--- config.mk ---
export PLATFORM = sky130hd
export DESIGN_NAME = stream_agu
export DESIGN_NICKNAME = d
export VERILOG_FILES = /design/src/rtl/stream_agu_pkg.sv /design/src/rtl/stream_agu_fifo.sv /design/src/rtl/stream_agu_iter.sv /design/src/rtl/stream_agu_lane.sv /design/src/rtl/stream_agu.sv
export SDC_FILE = /design/constraint.sdc
export NUM_CORES = 2
export LEC_CHECK = 0
export CORE_MARGIN = 10
export CORE_UTILIZATION = 35
export DETAILED_ROUTE_END_ITERATION = 12
export PLACE_DENSITY = 0.51
export SLEW_MARGIN = 20
export SYNTH_ARGS = -nofsm -noshare
export SYNTH_HDL_FRONTEND = slang
export SYNTH_SLANG_ARGS = --single-unit
export TNS_END_PERCENT = 5
--- constraint.sdc ---
create_clock -name clk_i -period 38.2 [get_ports clk_i]
set_clock_uncertainty 0.15 [all_clocks]
set_input_delay 7.64 -clock clk_i [delete_from_list [all_inputs] [get_ports clk_i]]
set_output_delay 7.64 -clock clk_i [all_outputs]
set_load 0.01 [all_outputs]
--- src/rtl/stream_agu_pkg.sv ---
package stream_agu_pkg;
  typedef enum logic {
    DIR_LOAD  = 1'b0,
    DIR_STORE = 1'b1
  } dir_e;

  localparam int unsigned REG_BASE = 0;
  localparam int unsigned REG_BOUND_FIRST = 1;

  function automatic int unsigned reg_stride_first(int unsigned nl);
    return REG_BOUND_FIRST + nl;
  endfunction

  function automatic int unsigned reg_ctrl(int unsigned nl);
    return REG_BOUND_FIRST + 2 * nl;
  endfunction
endpackage

--- src/rtl/stream_agu_fifo.sv ---
module stream_agu_fifo #(
  parameter int unsigned DW    = 32,
  parameter int unsigned DEPTH = 4
) (
  input  logic                             clk_i,
  input  logic                             rst_ni,
  input  logic                             clear_i,
  input  logic                             push_i,
  input  logic [DW-1:0]                    data_i,
  input  logic                             pop_i,
  output logic [DW-1:0]                    data_o,
  output logic [$clog2(DEPTH+1)-1:0]       count_o,
  output logic                             full_o,
  output logic                             empty_o
);
  localparam int unsigned PW   = (DEPTH > 1) ? $clog2(DEPTH) : 1;
  localparam int unsigned CNTW = $clog2(DEPTH+1);

  logic [DW-1:0]   mem_q [DEPTH];
  logic [PW-1:0]   wp_q, rp_q;
  logic [CNTW-1:0] cnt_q;

  function automatic logic [PW-1:0] bump(logic [PW-1:0] p);
    return (p == PW'(DEPTH-1)) ? '0 : p + PW'(1);
  endfunction

  always_ff @(posedge clk_i or negedge rst_ni) begin
    if (!rst_ni) begin
      wp_q  <= '0;
      rp_q  <= '0;
      cnt_q <= '0;
    end else if (clear_i) begin
      wp_q  <= '0;
      rp_q  <= '0;
      cnt_q <= '0;
    end else begin
      if (push_i) wp_q <= bump(wp_q);
      if (pop_i)  rp_q <= bump(rp_q);
      if (push_i && !pop_i)      cnt_q <= cnt_q + CNTW'(1);
      else if (pop_i && !push_i) cnt_q <= cnt_q - CNTW'(1);
    end
  end

  always_ff @(posedge clk_i) begin
    if (push_i) mem_q[wp_q] <= data_i;
  end

  assign data_o  = mem_q[rp_q];
  assign count_o = cnt_q;
  assign full_o  = (cnt_q == CNTW'(DEPTH));
  assign empty_o = (cnt_q == '0);
endmodule

--- src/rtl/stream_agu_iter.sv ---
module stream_agu_iter #(
  parameter int unsigned AW = 32,
  parameter int unsigned CW = 8,
  parameter int unsigned NL = 4,
  parameter int unsigned LW = 2
) (
  input  logic                   clk_i,
  input  logic                   rst_ni,
  input  logic                   start_i,
  input  logic                   step_i,
  input  logic [AW-1:0]          base_i,
  input  logic [NL-1:0][CW-1:0]  bound_i,
  input  logic [NL-1:0][AW-1:0]  stride_i,
  input  logic [LW-1:0]          lev_i,
  output logic [AW-1:0]          addr_o,
  output logic                   last_o
);
  // per-level offset kept as a running sum, so no multipliers are needed
  logic [NL-1:0][CW-1:0] idx_q, idx_d;
  logic [NL-1:0][AW-1:0] off_q, off_d;

  always_comb begin
    logic carry;
    logic act;
    logic wrap;
    carry  = 1'b1;
    last_o = 1'b1;
    addr_o = base_i;
    for (int l = 0; l < NL; l++) begin
      act  = ((LW+1)'(l) <= {1'b0, lev_i});
      wrap = (idx_q[l] == bound_i[l]);
      if (act && !wrap) last_o = 1'b0;
      idx_d[l] = idx_q[l];
      off_d[l] = off_q[l];
      if (carry && act) begin
        if (wrap) begin
          idx_d[l] = '0;
          off_d[l] = '0;
        end else begin
          idx_d[l] = idx_q[l] + CW'(1);
          off_d[l] = off_q[l] + stride_i[l];
          carry    = 1'b0;
        end
      end
      addr_o = addr_o + off_q[l];
    end
  end

  always_ff @(posedge clk_i or negedge rst_ni) begin
    if (!rst_ni) begin
      idx_q <= '0;
      off_q <= '0;
    end else if (start_i) begin
      idx_q <= '0;
      off_q <= '0;
    end else if (step_i) begin
      idx_q <= idx_d;
      off_q <= off_d;
    end
  end
endmodule

--- src/rtl/stream_agu_lane.sv ---
module stream_agu_lane
  import stream_agu_pkg::*;
#(
  parameter int unsigned AW    = 32,
  parameter int unsigned DW    = 32,
  parameter int unsigned CW    = 8,
  parameter int unsigned NL    = 4,
  parameter int unsigned DEPTH = 4,
  parameter int unsigned RW    = 4
) (
  input  logic          clk_i,
  input  logic          rst_ni,
  input  logic          cfg_we_i,
  input  logic [RW-1:0] cfg_reg_i,
  input  logic [AW-1:0] cfg_wdata_i,
  output logic          busy_o,
  output logic          done_o,
  input  logic          pop_i,
  output logic [DW-1:0] pop_data_o,
  output logic          pop_valid_o,
  input  logic          push_i,
  input  logic [DW-1:0] push_data_i,
  output logic          push_ready_o,
  output logic          mreq_valid_o,
  input  logic          mreq_ready_i,
  output logic [AW-1:0] mreq_addr_o,
  output logic          mreq_we_o,
  output logic [DW-1:0] mreq_wdata_o,
  input  logic          mrsp_valid_i,
  input  logic [DW-1:0] mrsp_data_i
);
  localparam int unsigned LW   = (NL > 1) ? $clog2(NL) : 1;
  localparam int unsigned TW   = CW * NL;
  localparam int unsigned CNTW = $clog2(DEPTH+1);
  localparam int unsigned STR0 = reg_stride_first(NL);
  localparam int unsigned CTRL = reg_ctrl(NL);

  logic [AW-1:0]         base_q;
  logic [NL-1:0][CW-1:0] bound_q;
  logic [NL-1:0][AW-1:0] stride_q;
  logic [LW-1:0]         lev_q;
  dir_e                  dir_q;

  logic            busy_q, done_q, req_done_q, cons_done_q;
  logic [TW-1:0]   cons_left_q, total;
  logic [CNTW-1:0] outst_q, f_count;
  logic            f_full, f_empty, f_push, f_pop;
  logic [DW-1:0]   f_din, f_dout;
  logic            it_last;
  logic [AW-1:0]   it_addr;

  logic cfg_ok, launch, req_fire, pop_acc, push_acc, cons_evt, finish, store;

  assign cfg_ok = cfg_we_i && !busy_q;
  assign launch = cfg_ok && (cfg_reg_i == RW'(CTRL));
  assign store  = (dir_q == DIR_STORE);

  always_comb begin
    total = TW'(1);
    for (int l = 0; l < NL; l++) begin
      if ((LW+1)'(l) <= {1'b0, cfg_wdata_i[LW-1:0]})
        total = total * (TW'(bound_q[l]) + TW'(1));
    end
  end

  always_ff @(posedge clk_i or negedge rst_ni) begin
    if (!rst_ni) begin
      base_q   <= '0;
      bound_q  <= '0;
      stride_q <= '0;
      lev_q    <= '0;
      dir_q    <= DIR_LOAD;
    end else if (cfg_ok) begin
      if (cfg_reg_i == RW'(REG_BASE)) base_q <= cfg_wdata_i;
      for (int l = 0; l < NL; l++) begin
        if (cfg_reg_i == RW'(REG_BOUND_FIRST + l)) bound_q[l]  <= cfg_wdata_i[CW-1:0];
        if (cfg_reg_i == RW'(STR0 + l))            stride_q[l] <= cfg_wdata_i;
      end
      if (launch) begin
        lev_q <= cfg_wdata_i[LW-1:0];
        dir_q <= dir_e'(cfg_wdata_i[LW]);
      end
    end
  end

  stream_agu_iter #(.AW(AW), .CW(CW), .NL(NL), .LW(LW)) u_iter (
    .clk_i    (clk_i),
    .rst_ni   (rst_ni),
    .start_i  (launch),
    .step_i   (req_fire),
    .base_i   (base_q),
    .bound_i  (bound_q),
    .stride_i (stride_q),
    .lev_i    (lev_q),
    .addr_o   (it_addr),
    .last_o   (it_last)
  );

  assign pop_valid_o  = busy_q && !store && !f_empty;
  assign push_ready_o = busy_q && store && !cons_done_q && !f_full;
  assign pop_acc      = pop_i && pop_valid_o;
  assign push_acc     = push_i && push_ready_o;

  // load lane: slot reserved by FIFO occupancy plus requests in flight
  always_comb begin
    mreq_valid_o = 1'b0;
    if (busy_q && !req_done_q) begin
      if (store) mreq_valid_o = !f_empty;
      else       mreq_valid_o = ({1'b0, f_count} + {1'b0, outst_q}) < (CNTW+1)'(DEPTH);
    end
  end

  assign req_fire     = mreq_valid_o && mreq_ready_i;
  assign mreq_addr_o  = it_addr;
  assign mreq_we_o    = busy_q && store;
  assign mreq_wdata_o = f_dout;

  assign f_push   = store ? push_acc : (busy_q && mrsp_valid_i);
  assign f_pop    = store ? req_fire : pop_acc;
  assign f_din    = store ? push_data_i : mrsp_data_i;
  assign cons_evt = store ? push_acc : pop_acc;
  assign finish   = store ? (req_fire && it_last) : (pop_acc && cons_left_q == '0);

  stream_agu_fifo #(.DW(DW), .DEPTH(DEPTH)) u_fifo (
    .clk_i   (clk_i),
    .rst_ni  (rst_ni),
    .clear_i (launch),
    .push_i  (f_push),
    .data_i  (f_din),
    .pop_i   (f_pop),
    .data_o  (f_dout),
    .count_o (f_count),
    .full_o  (f_full),
    .empty_o (f_empty)
  );

  assign pop_data_o = f_dout;

  always_ff @(posedge clk_i or negedge rst_ni) begin
    if (!rst_ni) begin
      busy_q      <= 1'b0;
      done_q      <= 1'b0;
      req_done_q  <= 1'b0;
      cons_done_q <= 1'b0;
      cons_left_q <= '0;
      outst_q     <= '0;
    end else if (launch) begin
      busy_q      <= 1'b1;
      done_q      <= 1'b0;
      req_done_q  <= 1'b0;
      cons_done_q <= 1'b0;
      cons_left_q <= total - TW'(1);
      outst_q     <= '0;
    end else begin
      if (req_fire && it_last) req_done_q <= 1'b1;
      if (cons_evt) begin
        if (cons_left_q == '0) cons_done_q <= 1'b1;
        else                   cons_left_q <= cons_left_q - TW'(1);
      end
      if (!store) begin
        if (req_fire && !f_push)      outst_q <= outst_q + CNTW'(1);
        else if (f_push && !req_fire) outst_q <= outst_q - CNTW'(1);
      end
      if (finish) begin
        busy_q <= 1'b0;
        done_q <= 1'b1;
      end
    end
  end

  assign busy_o = busy_q;
  assign done_o = done_q;
endmodule

--- src/rtl/stream_agu.sv ---
module stream_agu #(
  parameter int unsigned NS    = 2,
  parameter int unsigned AW    = 32,
  parameter int unsigned DW    = 32,
  parameter int unsigned CW    = 8,
  parameter int unsigned NL    = 4,
  parameter int unsigned DEPTH = 4,
  localparam int unsigned SW   = (NS > 1) ? $clog2(NS) : 1,
  localparam int unsigned RW   = $clog2(2*NL+2)
) (
  input  logic                  clk_i,
  input  logic                  rst_ni,
  input  logic                  cfg_we_i,
  input  logic [SW-1:0]         cfg_sel_i,
  input  logic [RW-1:0]         cfg_reg_i,
  input  logic [AW-1:0]         cfg_wdata_i,
  output logic [NS-1:0]         busy_o,
  output logic [NS-1:0]         done_o,
  input  logic [NS-1:0]         pop_i,
  output logic [NS-1:0][DW-1:0] pop_data_o,
  output logic [NS-1:0]         pop_valid_o,
  input  logic [NS-1:0]         push_i,
  input  logic [NS-1:0][DW-1:0] push_data_i,
  output logic [NS-1:0]         push_ready_o,
  output logic [NS-1:0]         mreq_valid_o,
  input  logic [NS-1:0]         mreq_ready_i,
  output logic [NS-1:0][AW-1:0] mreq_addr_o,
  output logic [NS-1:0]         mreq_we_o,
  output logic [NS-1:0][DW-1:0] mreq_wdata_o,
  input  logic [NS-1:0]         mrsp_valid_i,
  input  logic [NS-1:0][DW-1:0] mrsp_data_i
);
  for (genvar s = 0; s < NS; s++) begin : g_lane
    stream_agu_lane #(
      .AW(AW), .DW(DW), .CW(CW), .NL(NL), .DEPTH(DEPTH), .RW(RW)
    ) u_lane (
      .clk_i        (clk_i),
      .rst_ni       (rst_ni),
      .cfg_we_i     (cfg_we_i && (cfg_sel_i == SW'(s))),
      .cfg_reg_i    (cfg_reg_i),
      .cfg_wdata_i  (cfg_wdata_i),
      .busy_o       (busy_o[s]),
      .done_o       (done_o[s]),
      .pop_i        (pop_i[s]),
      .pop_data_o   (pop_data_o[s]),
      .pop_valid_o  (pop_valid_o[s]),
      .push_i       (push_i[s]),
      .push_data_i  (push_data_i[s]),
      .push_ready_o (push_ready_o[s]),
      .mreq_valid_o (mreq_valid_o[s]),
      .mreq_ready_i (mreq_ready_i[s]),
      .mreq_addr_o  (mreq_addr_o[s]),
      .mreq_we_o    (mreq_we_o[s]),
      .mreq_wdata_o (mreq_wdata_o[s]),
      .mrsp_valid_i (mrsp_valid_i[s]),
      .mrsp_data_i  (mrsp_data_i[s])
    );
  end
endmodule

==> results.cfg <==
[clock_network]
cts_sinks = 1058
holdBufCountCts = 0
htreeDepth = 4
cts_buffers = 134
clk_latency_ns = 0.82
clock_path_buffers = 3
cts_setup_buffers = 0
cts-root-buf = clkbuf_16
tritoncts = yes
clk_pin_slew_ns = 0.06
ctsResizeCount = 0

[critical_path]
timing.rr.start = g_lane[1].u_lane.bound_q[0]$_DFFE_PN0P_
timing.rr.end = g_lane[1].u_lane.cons_left_q[31]$_DFFE_PN0P_
crit_arrival_ns = 20.49
worstPathRequired_ns = 38.79
start_kind = input port
max_stage_delay_ns = 0.77
cp_slowest_cell = o22ai_1
startpoint = cfg_wdata_i[0]
r2r_cells = 52
cp-endpoint = g_lane[1].u_lane.cons_left_q[31]$_DFFE_PN0P_
cp_common_cell = fa_1
endpoint_kind = flip-flop
r2r_slack_ns = 20.73
path_max_fanout = 49
crit_type = input port to flip-flop

[drt]
wirelength_mm = 288
drc = 0
wl_per_cell_um = 21.3
ant_nets = 0
drtIter0Drc = 4206
drtPass1Iterations = 6
viasPerCell = 5.27
vias = 71100

[floorplanning]
core_mm2 = 0.271
start_util_pct = 35.2
row_count = 191
dieArea_mm2 = 0.293
num_io_pins = 380
die_h_um = 542
dieWidth_um = 542

[sta]
final_hold_viol_count = 0
timing.fmax_ghz = 0.0503
worstMarginPinSlew_ns = 1.19
slew_headroom_pct = 20.2
fin_crit_sh_pct = 52.1
rsz0062_at_grt = no
timing.final.crit_period_ns = 19.90
slew_viol_final = 0
final-setup-viol-count = 0
tns_ns = 0

[synth]
synth-seq-cells = 1058
synth_cell_types = 112
yosysSeqAreaShare_pct = 29.2
syn_area_per_cell_um2 = 9.94
yosys_warnings = 0
yosysMostFrequentCell = inv_1
synth-async-reset-ratio_pct = 75.8
netlist_area_mm2 = 0.0952
yosysTopAreaCell = dfrtp_1
syn-instance-count = 9577
synth_top_area_share_pct = 21.1
yosys-top-cells-count = inv_1, nand2_1, fa_1
ys.flop_type = dfrtp_1
synth_edf_count = 256
synth.area.top_cells = dfrtp_1, fa_1, ha_1
synth_fp_nets = 11300

[final_layout]
drive_above_1_share_pct = 10.6
fillers = 26600
area_delta_synth_final_pct = 13.0
layout.cells.non_filler = 13500
finalInstanceArea_mm2 = 0.108
nNetsFinal = 11500

[global_routing]
grt_usage_pct = 19.4
grt_pass1_vias = 75400
grt_pass1_wl_mm = 451
grt_start_max_net_pins = 79
grt_overflow_total = 0
antenna_found_initial = 7

[place]
place_congestion = 0.901
hpwl_mm = 219
dpl_cell_area_mm2 = 0.103
io_buffers = 379
post-place-cells = 13200

[worst_hold_path]
hold_path_class = flip-flop to flip-flop

[job]
maxCapViolCount = 0

[status]
status = complete, no violations
[per-stage QoR]
step                      setup slack, ns  util [%]  hold slack (ns)
after floorplan                     19.57         -            0.300
after CTS                           18.43      39.7            0.335
after detailed placement            17.62      38.0            0.321
after global placement              17.91      38.0            0.313
after global routing                17.50      39.7            0.367
final                               18.30      39.7            0.330
[cell type report]
type / instances / area, um^2 / area share (%)
Clock inverter: 52 / 791 / 0.735
Antenna cell: 6 / 15.0 / 0.0140
Tap cell: 3570 / 4470 / 4.15
Inverter: 972 / 3650 / 3.39
Clock buffer: 186 / 3780 / 3.51
Timing Repair Buffer: 524 / 4990 / 4.64
Sequential cell: 1058 / 27800 / 25.8
Multi-Input combinational cell: 7115 / 62100 / 57.8
[routing by layer]
layer | wire length, um | part of all wire, % | track usage, %
met2 | 140000 | 49 | 33.3
met3 | 11700 | 4.1 | 2.45
met5 | 0 | 0 | 0
met4 | 6850 | 2.4 | 5.02
met1 | 129000 | 45 | 25.9
[cells by family (layout without fill, tap and decap cells)]
| kind of cell | count (synthesis) | count (layout) | share of synthesized area, % |
|---|---|---|---|
| DFF | 1058 | 1058 | 29.2 |
| xor gates and xnor gates | 597 | 597 | 5.55 |
| muxes | 536 | 536 | 7.12 |
| and+or+nand+nor | 2709 | 2709 | 13.2 |
| adders and majority gates | 1526 | 1526 | 27.2 |
| buffers and inverters | 1404 | 1734 | 5.85 |
| AOI/OAI and AO/OA | 1747 | 1747 | 11.9 |
| other | 0 | 6 | 0 |
[flip-flops by register name, summed over array words and instances (netlist names)]
name,flops
g_lane.u_lane.u_fifo.mem_q,256
g_lane.u_lane.u_fifo.wp_q,4
g_lane.u_lane.u_fifo.count_o,6
g_lane.u_lane.bound_q,64
g_lane.u_lane.stride_q,256
g_lane.u_lane.dir_q,2
g_lane.u_lane.cons_done_q,2
g_lane.u_lane.outst_q,6
g_lane.u_lane.u_iter.off_q,256
g_lane.u_lane.req_done_q,2
g_lane.u_lane.busy_o,2
g_lane.u_lane.lev_q,4
g_lane.u_lane.base_q,64
g_lane.u_lane.u_iter.idx_q,64
g_lane.u_lane.done_o,2
g_lane.u_lane.u_fifo.rp_q,4
g_lane.u_lane.cons_left_q,64
[how the worst min path moves through the flow]
| stage | from | end | slack (ns) | cells past startpoint |
|---|---|---|---|---|
| after global routing | g_lane[1].u_lane.stride_q[24]$_DFFE_PN0P_ | g_lane[1].u_lane.stride_q[24]$_DFFE_PN0P_ | 0.37 | 1 |
| final | g_lane[0].u_lane.base_q[1]$_DFFE_PN0P_ | g_lane[0].u_lane.base_q[1]$_DFFE_PN0P_ | 0.33 | 2 |
| after detailed placement | g_lane[0].u_lane.base_q[1]$_DFFE_PN0P_ | g_lane[0].u_lane.base_q[1]$_DFFE_PN0P_ | 0.32 | 2 |
| after global placement | g_lane[0].u_lane.base_q[1]$_DFFE_PN0P_ | g_lane[0].u_lane.base_q[1]$_DFFE_PN0P_ | 0.31 | 2 |
| after floorplan | g_lane[0].u_lane.base_q[1]$_DFFE_PN0P_ | g_lane[0].u_lane.base_q[1]$_DFFE_PN0P_ | 0.30 | 2 |
| after CTS | g_lane[0].u_lane.base_q[1]$_DFFE_PN0P_ | g_lane[0].u_lane.base_q[1]$_DFFE_PN0P_ | 0.33 | 2 |
[critical path: cells and delay by family]
kind,cells,cell delay [ns]
buffers and inverters,7,1.04
XOR/XNOR,2,0.34
AO/OA/AOI/OAI,9,3.07
adder cells (fa/ha/maj),10,4.74
AND/OR/NAND/NOR,12,3.28
multiplexers,1,0.32
[cells in the final DEF, fill, tap and decap left out, types with 48 or more instances in the layout]
cell type	count
and2_1	80
a211oi_1	48
a31oi_1	56
a21o_1	173
nand2_1	905
clkbuf_16	135
nor3_1	106
or3_1	65
nor2_1	785
fa_1	908
o21ai_0	436
inv_1	970
o21bai_1	55
nor2b_1	59
a21oi_1	439
a22o_1	123
ha_1	618
buf_4	139
xor2_1	226
xnor2_1	356
edfxtp_1	256
mux2_2	437
and3_1	86
nand3_1	182
nand4_1	49
mux4_2	69
clkdlybuf4s50_1	375
o21a_1	69
or2_2	77
nand2b_1	137
dfrtp_1	798
Power is left out: the tool's default activity adds up to more than one toggle a clock period on the data nets, which glitch-free logic cannot reach.
